===== src/rtl/qm_muladd_pkg.sv =====
// Package qm_muladd_pkg
// Holds the shared sizing helpers for the quarter-scaled multiply-add unit.
// Assumes operand widths of at least four bits, so that the product plus
// offset always fits in twice the operand width.
package qm_muladd_pkg;

    // Default operand width.
    localparam int unsigned QM_OP_W_DEF   = 4;
    // Fraction bits created by the power-of-two scaling.
    localparam int unsigned QM_FRAC_W_DEF = 2;

    // Width of the scaled-integer result for a given operand width.
    function automatic int unsigned qm_res_w(input int unsigned op_w);
        return 2 * op_w;
    endfunction

    // Largest scaled-integer result: full-scale product plus one unit.
    function automatic int unsigned qm_res_max(input int unsigned op_w,
                                               input int unsigned frac_w);
        return ((1 << op_w) - 1) * ((1 << op_w) - 1) + (1 << frac_w);
    endfunction

endpackage


===== src/rtl/qm_pp_gen.sv =====
// Module qm_pp_gen
// Forms one partial-product row per bit of Y, each already placed at its
// weight in the scaled-integer domain. The offset bit (weight 2**FRAC_W)
// goes into the last row, whose low positions are otherwise empty.
// Assumes FRAC_W < OP_W-1, so the offset position is free in that row.
module qm_pp_gen #(
    parameter int unsigned OP_W   = 4,
    parameter int unsigned FRAC_W = 2,
    parameter int unsigned RES_W  = 8
) (
    input  logic [OP_W-1:0]             x_op,
    input  logic [OP_W-1:0]             y_op,
    output logic [OP_W-1:0][RES_W-1:0]  pp_rows
);

    localparam int unsigned LAST_ROW = OP_W - 1;

    for (genvar r = 0; r < OP_W; r++) begin : g_row
        for (genvar k = 0; k < RES_W; k++) begin : g_bit
            if ((k >= r) && (k < r + OP_W)) begin : g_and
                // Product bit: X bit (k-r) gated by Y bit r.
                assign pp_rows[r][k] = x_op[k - r] & y_op[r];
            end else if ((r == LAST_ROW) && (k == FRAC_W)) begin : g_ofs
                // Constant offset injected in the empty slot.
                assign pp_rows[r][k] = 1'b1;
            end else begin : g_zero
                assign pp_rows[r][k] = 1'b0;
            end
        end
    end

endmodule


===== src/rtl/qm_csa_row.sv =====
// Module qm_csa_row
// One carry-save row: three vectors in, a sum vector and a left-shifted
// carry vector out. The top carry is dropped; callers guarantee the full
// sum fits in W bits.
module qm_csa_row #(
    parameter int unsigned W = 8
) (
    input  logic [W-1:0] in_a,
    input  logic [W-1:0] in_b,
    input  logic [W-1:0] in_c,
    output logic [W-1:0] sum_v,
    output logic [W-1:0] cry_v
);

    logic [W-1:0] maj_v;

    for (genvar k = 0; k < W; k++) begin : g_fa
        // Per-bit full adder: parity to sum, majority to carry.
        assign sum_v[k] = in_a[k] ^ in_b[k] ^ in_c[k];
        assign maj_v[k] = (in_a[k] & in_b[k]) | (in_a[k] & in_c[k]) | (in_b[k] & in_c[k]);
    end

    // Carry weight is one place higher than its source column.
    assign cry_v[0] = 1'b0;
    for (genvar k = 1; k < W; k++) begin : g_shift
        assign cry_v[k] = maj_v[k - 1];
    end

endmodule


===== src/rtl/qm_csa_array.sv =====
// Module qm_csa_array
// Linear carry-save array: the first two rows seed the redundant pair, and
// each later row is folded in by one qm_csa_row. N rows need N-2 levels.
// Assumes N_ROWS >= 3.
module qm_csa_array #(
    parameter int unsigned N_ROWS = 4,
    parameter int unsigned W      = 8
) (
    input  logic [N_ROWS-1:0][W-1:0] rows_in,
    output logic [W-1:0]             red_sum,
    output logic [W-1:0]             red_cry
);

    localparam int unsigned N_LVL = N_ROWS - 1;

    logic [N_LVL-1:0][W-1:0] lvl_s;
    logic [N_LVL-1:0][W-1:0] lvl_c;

    // Seed level: rows 0 and 1 already form a valid redundant pair.
    assign lvl_s[0] = rows_in[0];
    assign lvl_c[0] = rows_in[1];

    for (genvar j = 1; j < N_LVL; j++) begin : g_lvl
        qm_csa_row #(.W(W)) u_row (
            .in_a  (lvl_s[j - 1]),
            .in_b  (lvl_c[j - 1]),
            .in_c  (rows_in[j + 1]),
            .sum_v (lvl_s[j]),
            .cry_v (lvl_c[j])
        );
    end

    assign red_sum = lvl_s[N_LVL - 1];
    assign red_cry = lvl_c[N_LVL - 1];

endmodule


===== src/rtl/qm_cpa.sv =====
// Module qm_cpa
// Ripple carry-propagate adder that resolves the redundant pair. The carry
// out of the top bit is not formed; the result is known to fit in W bits.
module qm_cpa #(
    parameter int unsigned W = 8
) (
    input  logic [W-1:0] op_a,
    input  logic [W-1:0] op_b,
    output logic [W-1:0] sum_o
);

    logic [W-1:0] cc;

    assign cc[0] = 1'b0;
    for (genvar k = 0; k < W; k++) begin : g_bit
        // Sum bit for column k.
        assign sum_o[k] = op_a[k] ^ op_b[k] ^ cc[k];
        if (k < W - 1) begin : g_cy
            // Carry into column k+1.
            assign cc[k + 1] = (op_a[k] & op_b[k]) | (cc[k] & (op_a[k] ^ op_b[k]));
        end
    end

endmodule


===== src/rtl/qm_muladd_csa.sv =====
// Module qm_muladd_csa (top)
// Registered Z = X*Y/4 + 1 for unsigned operands. The output code is the
// scaled integer 4*Z with FRAC_W fraction bits. Combinational path:
// partial products -> carry-save array -> ripple CPA -> output register.
// Assumes OP_W >= 4 and FRAC_W == 2 for the one-quarter scale.
module qm_muladd_csa
    import qm_muladd_pkg::*;
#(
    parameter int unsigned OP_W   = QM_OP_W_DEF,
    parameter int unsigned FRAC_W = QM_FRAC_W_DEF,
    parameter int unsigned RES_W  = qm_res_w(OP_W)
) (
    input  logic             clk,
    input  logic             rst_n,
    input  logic             in_vld,
    input  logic [OP_W-1:0]  x_in,
    input  logic [OP_W-1:0]  y_in,
    output logic             out_vld,
    output logic [RES_W-1:0] z_out
);

    logic [OP_W-1:0][RES_W-1:0] pp_rows;
    logic [RES_W-1:0]           red_sum;
    logic [RES_W-1:0]           red_cry;
    logic [RES_W-1:0]           z_next;

    qm_pp_gen #(.OP_W(OP_W), .FRAC_W(FRAC_W), .RES_W(RES_W)) u_pp (
        .x_op    (x_in),
        .y_op    (y_in),
        .pp_rows (pp_rows)
    );

    qm_csa_array #(.N_ROWS(OP_W), .W(RES_W)) u_arr (
        .rows_in (pp_rows),
        .red_sum (red_sum),
        .red_cry (red_cry)
    );

    qm_cpa #(.W(RES_W)) u_cpa (
        .op_a  (red_sum),
        .op_b  (red_cry),
        .sum_o (z_next)
    );

    // Output register: clear on reset, load on valid, else hold.
    always_ff @(posedge clk) begin
        if (!rst_n) begin
            z_out   <= '0;
            out_vld <= 1'b0;
        end else begin
            out_vld <= in_vld;
            if (in_vld) begin
                z_out <= z_next;
            end
        end
    end

endmodule


===== config.mk =====
export PLATFORM = sky130hd
export DESIGN_NAME = qm_muladd_csa
export DESIGN_NICKNAME = d
export VERILOG_FILES = /design/src/rtl/qm_muladd_pkg.sv /design/src/rtl/qm_pp_gen.sv /design/src/rtl/qm_csa_row.sv /design/src/rtl/qm_csa_array.sv /design/src/rtl/qm_cpa.sv /design/src/rtl/qm_muladd_csa.sv
export SDC_FILE = /design/constraint.sdc
export NUM_CORES = 1
export LEC_CHECK = 0
export BUFFER_PORTS_ARGS = -buffer_cell sky130_fd_sc_hd__clkbuf_2
export CORE_AREA = 3 3 40 42
export CTS_CLUSTER_DIAMETER = 50
export DETAILED_ROUTE_END_ITERATION = 7
export DIE_AREA = 0 0 43 45
export GPL_ROUTABILITY_DRIVEN = 0
export PLACE_DENSITY_LB_ADDON = 0.3
export SETUP_SLACK_MARGIN = 0.02
export SYNTH_ARGS = -nofsm -noshare
export SYNTH_HDL_FRONTEND = slang
export SYNTH_SLANG_ARGS = --single-unit

===== constraint.sdc =====
create_clock -name clk -period 5.41 [get_ports clk]
set_input_delay 1.082 -clock clk [delete_from_list [all_inputs] [get_ports clk]]
set_output_delay 1.082 -clock clk [all_outputs]
set_load 0.1 [all_outputs]

==> out/metrics.yaml <==
synth_cell_types: 14
hold_viol_final: 0
dr.pass1.iters: 1
cp-end-kind: "flip-flop"
p_per_area_nw_per_um2: 312
leakage_nw: 0.407
avgSynthCellArea_um2: 10.2
post-route-util_pct: 59.7
grt_pass1_wl_mm: 2.19
power_frac_comb_pct: 46.9
drive_gt1_share_pct: 27.4
ys_ff_latch: 9
cts_tree: "built"
synthesis.area_um2: 642
critPathMaxStageDelay_ps: 540
start_kind: "input pin"
crit_family: "adder cells"
fin_skew_ps: 0
power.internal_mw: 0.131
postCtsHoldBufs: 0
syn_nets: 86
fp-row-count: 13
seqPwrFrac_pct: 32.3
drtAntennaViolNets: 0
fin_crit_ps: 3850
ctsResizeCount: 0
crit_end: "z_out[6]"
seq_area_frac_synth_pct: 28.1
die-area_um2: 1940
cts_num_sinks: 9
yosys-top-cells-area: "dfxtp_1, fa_1, mux2i_1"
worstReg2RegStart: "z_out[2]"
p_sw_mw: 0.108
worstPathCellList: "clkbuf_2, nand2_1, fa_1, fa_1, inv_1, ha_1, fa_1, fa_1, fa_1, mux2i_1, nor2b_1"
vias: 477
worstSkewPairLatency_ps: 250
antenna_found_initial: 0
port_buffers: 19
maxCapViolations: 0
crit_start: "y_in[0]"
path_clk_slew_ps: 60
cts_setup_buffers: 0
reg2reg_depth: 1
cp_num_cells: 11
grt_pass1_vias: 534
status: "complete, no violations"
period_share_pct: 71.2
die_w_um: 43
drc: 0
cp_max_fo: 4
io-pin-count: 20
setup_violations: 0
wirelength_mm: 1.19
track_usage_pct: 15.4
dr.first_iter.drc_count: 0
drv_slew: 0
reg2reg_slack_ps: 4760
regToRegEndpoint: "z_out[2]"
root_buffer: "clkbuf_4"
start_util_pct: 50.0
clkPwrFrac_pct: 20.8
critical_path_class: "input pin to flip-flop"
fin_tns_setup_ps: 0
cpMaxStageDelayCell: "fa_1"
slew_headroom_pct: 63.9
netlist_instances: 63
cp.required_ps: 5560
fmax_mhz: 260
finalNetCount: 108
grt_overflow: 0
synth_top_area_share_pct: 28.1
p_sw_share_pct: 45.1
grt_max_degree: 12
h-tree-depth: 1
cp_num_buf_inv: 2
cts_made_buffers: 3
synth_ff_type: "dfxtp_1"
via_per_inst: 4.82
cpMostUsedCell: "fa_1"
cp.arrival_ps: 4000
wl_per_cell_um: 12.0
clockBufferDepth: 2
core-area_um2: 1280
dieHeight_um: 45
hp-class: "flip-flop to flip-flop"
vdd_drop_max_mv: 0.212
synth_most_common_cell: "nand2_1"
async_reset_ff_share_pct: 0
post-synth-top-area-cell: "dfxtp_1"
antenna_cells: 0
syn2layout_area_growth_pct: 19.5
max_slew.worst_pin.slew_ps: 544
ys_top_cells_by_count: "nand2_1, dfxtp_1, fa_1"
synth_edf_count: 0
synth-warning-count: 0
rsz0062_at_grt: "no"
## layer usage
metal	vias to the layer above	part of all wire [%]	GRT usage, %
li1	238	-	-
met1	228	42	16.5
met2	11	53	28.4
met3	0	5.3	5.98
met4	0	0	3.61
met5	-	0	0
## metrics by stage
stage | power (mW) | hold WS (ps) | instances | setup slack, ps | cell area [µm²]
2_1_floorplan | 0.170 | 931 | 63 | 1530 | 642
3_3_place_gp | 0.190 | 464 | 95 | 1340 | 741
3_5_place_dp | 0.192 | 469 | 95 | 1280 | 741
4_1_cts | 0.244 | 479 | 99 | 1540 | 767
5_1_grt | 0.257 | 498 | 99 | 1440 | 767
6_report | 0.239 | 475 | 99 | 1560 | 767
## sequential cells by signal, indices dropped and copies added (netlist names)
register and count:
out_vld 1, z_out 8
## power groups by stage
stage	sequential [mW]	combinational [mW]	clock (mW)
after global placement	0.0784	0.111	0
after CTS	0.0774	0.114	0.0526
after detailed placement	0.0787	0.113	0
final	0.0772	0.112	0.0499
after floorplan	0.132	0.0377	0
after global routing	0.0780	0.123	0.0560
## layout make-up
type / count / area [µm²]
Sequential cell: 9 / 180
Timing Repair Buffer: 19 / 95.1
Inverter: 7 / 26.3
Fill cell: 132 / 518
Tap cell: 15 / 18.8
Multi-Input combinational cell: 45 / 420
Clock buffer: 4 / 26.3
## cells in the final DEF, fill, tap and decap left out
cell and count:
nand2_1 10, mux2i_1 6, ha_1 4, fa_1 8, clkbuf_2 19, nand3b_1 1
o211a_1 1, and2_1 7, inv_1 7, nand4_1 1, dfxtp_1 9, and2_2 1
clkbuf_4 3, clkbuf_1 1, nor2b_1 6
## cell families after synthesis
family | share of synthesized area, %
compound gates | 1.56
fa+ha+maj | 32.7
simple gates | 21.8
buf+inv | 6.43
mux | 9.36
flops | 28.1
## worst min path at each step
stage	cells after the start	end	slack, ps	startpoint
6_report	2	z_out[0]	480	z_out[0]
2_1_floorplan	2	z_out[0]	930	z_out[0]
3_3_place_gp	2	z_out[0]	460	z_out[0]
3_5_place_dp	2	z_out[0]	470	z_out[0]
4_1_cts	2	z_out[0]	480	z_out[0]
5_1_grt	2	z_out[0]	500	z_out[0]
No activity file was read; power rests on OpenSTA's default activity.
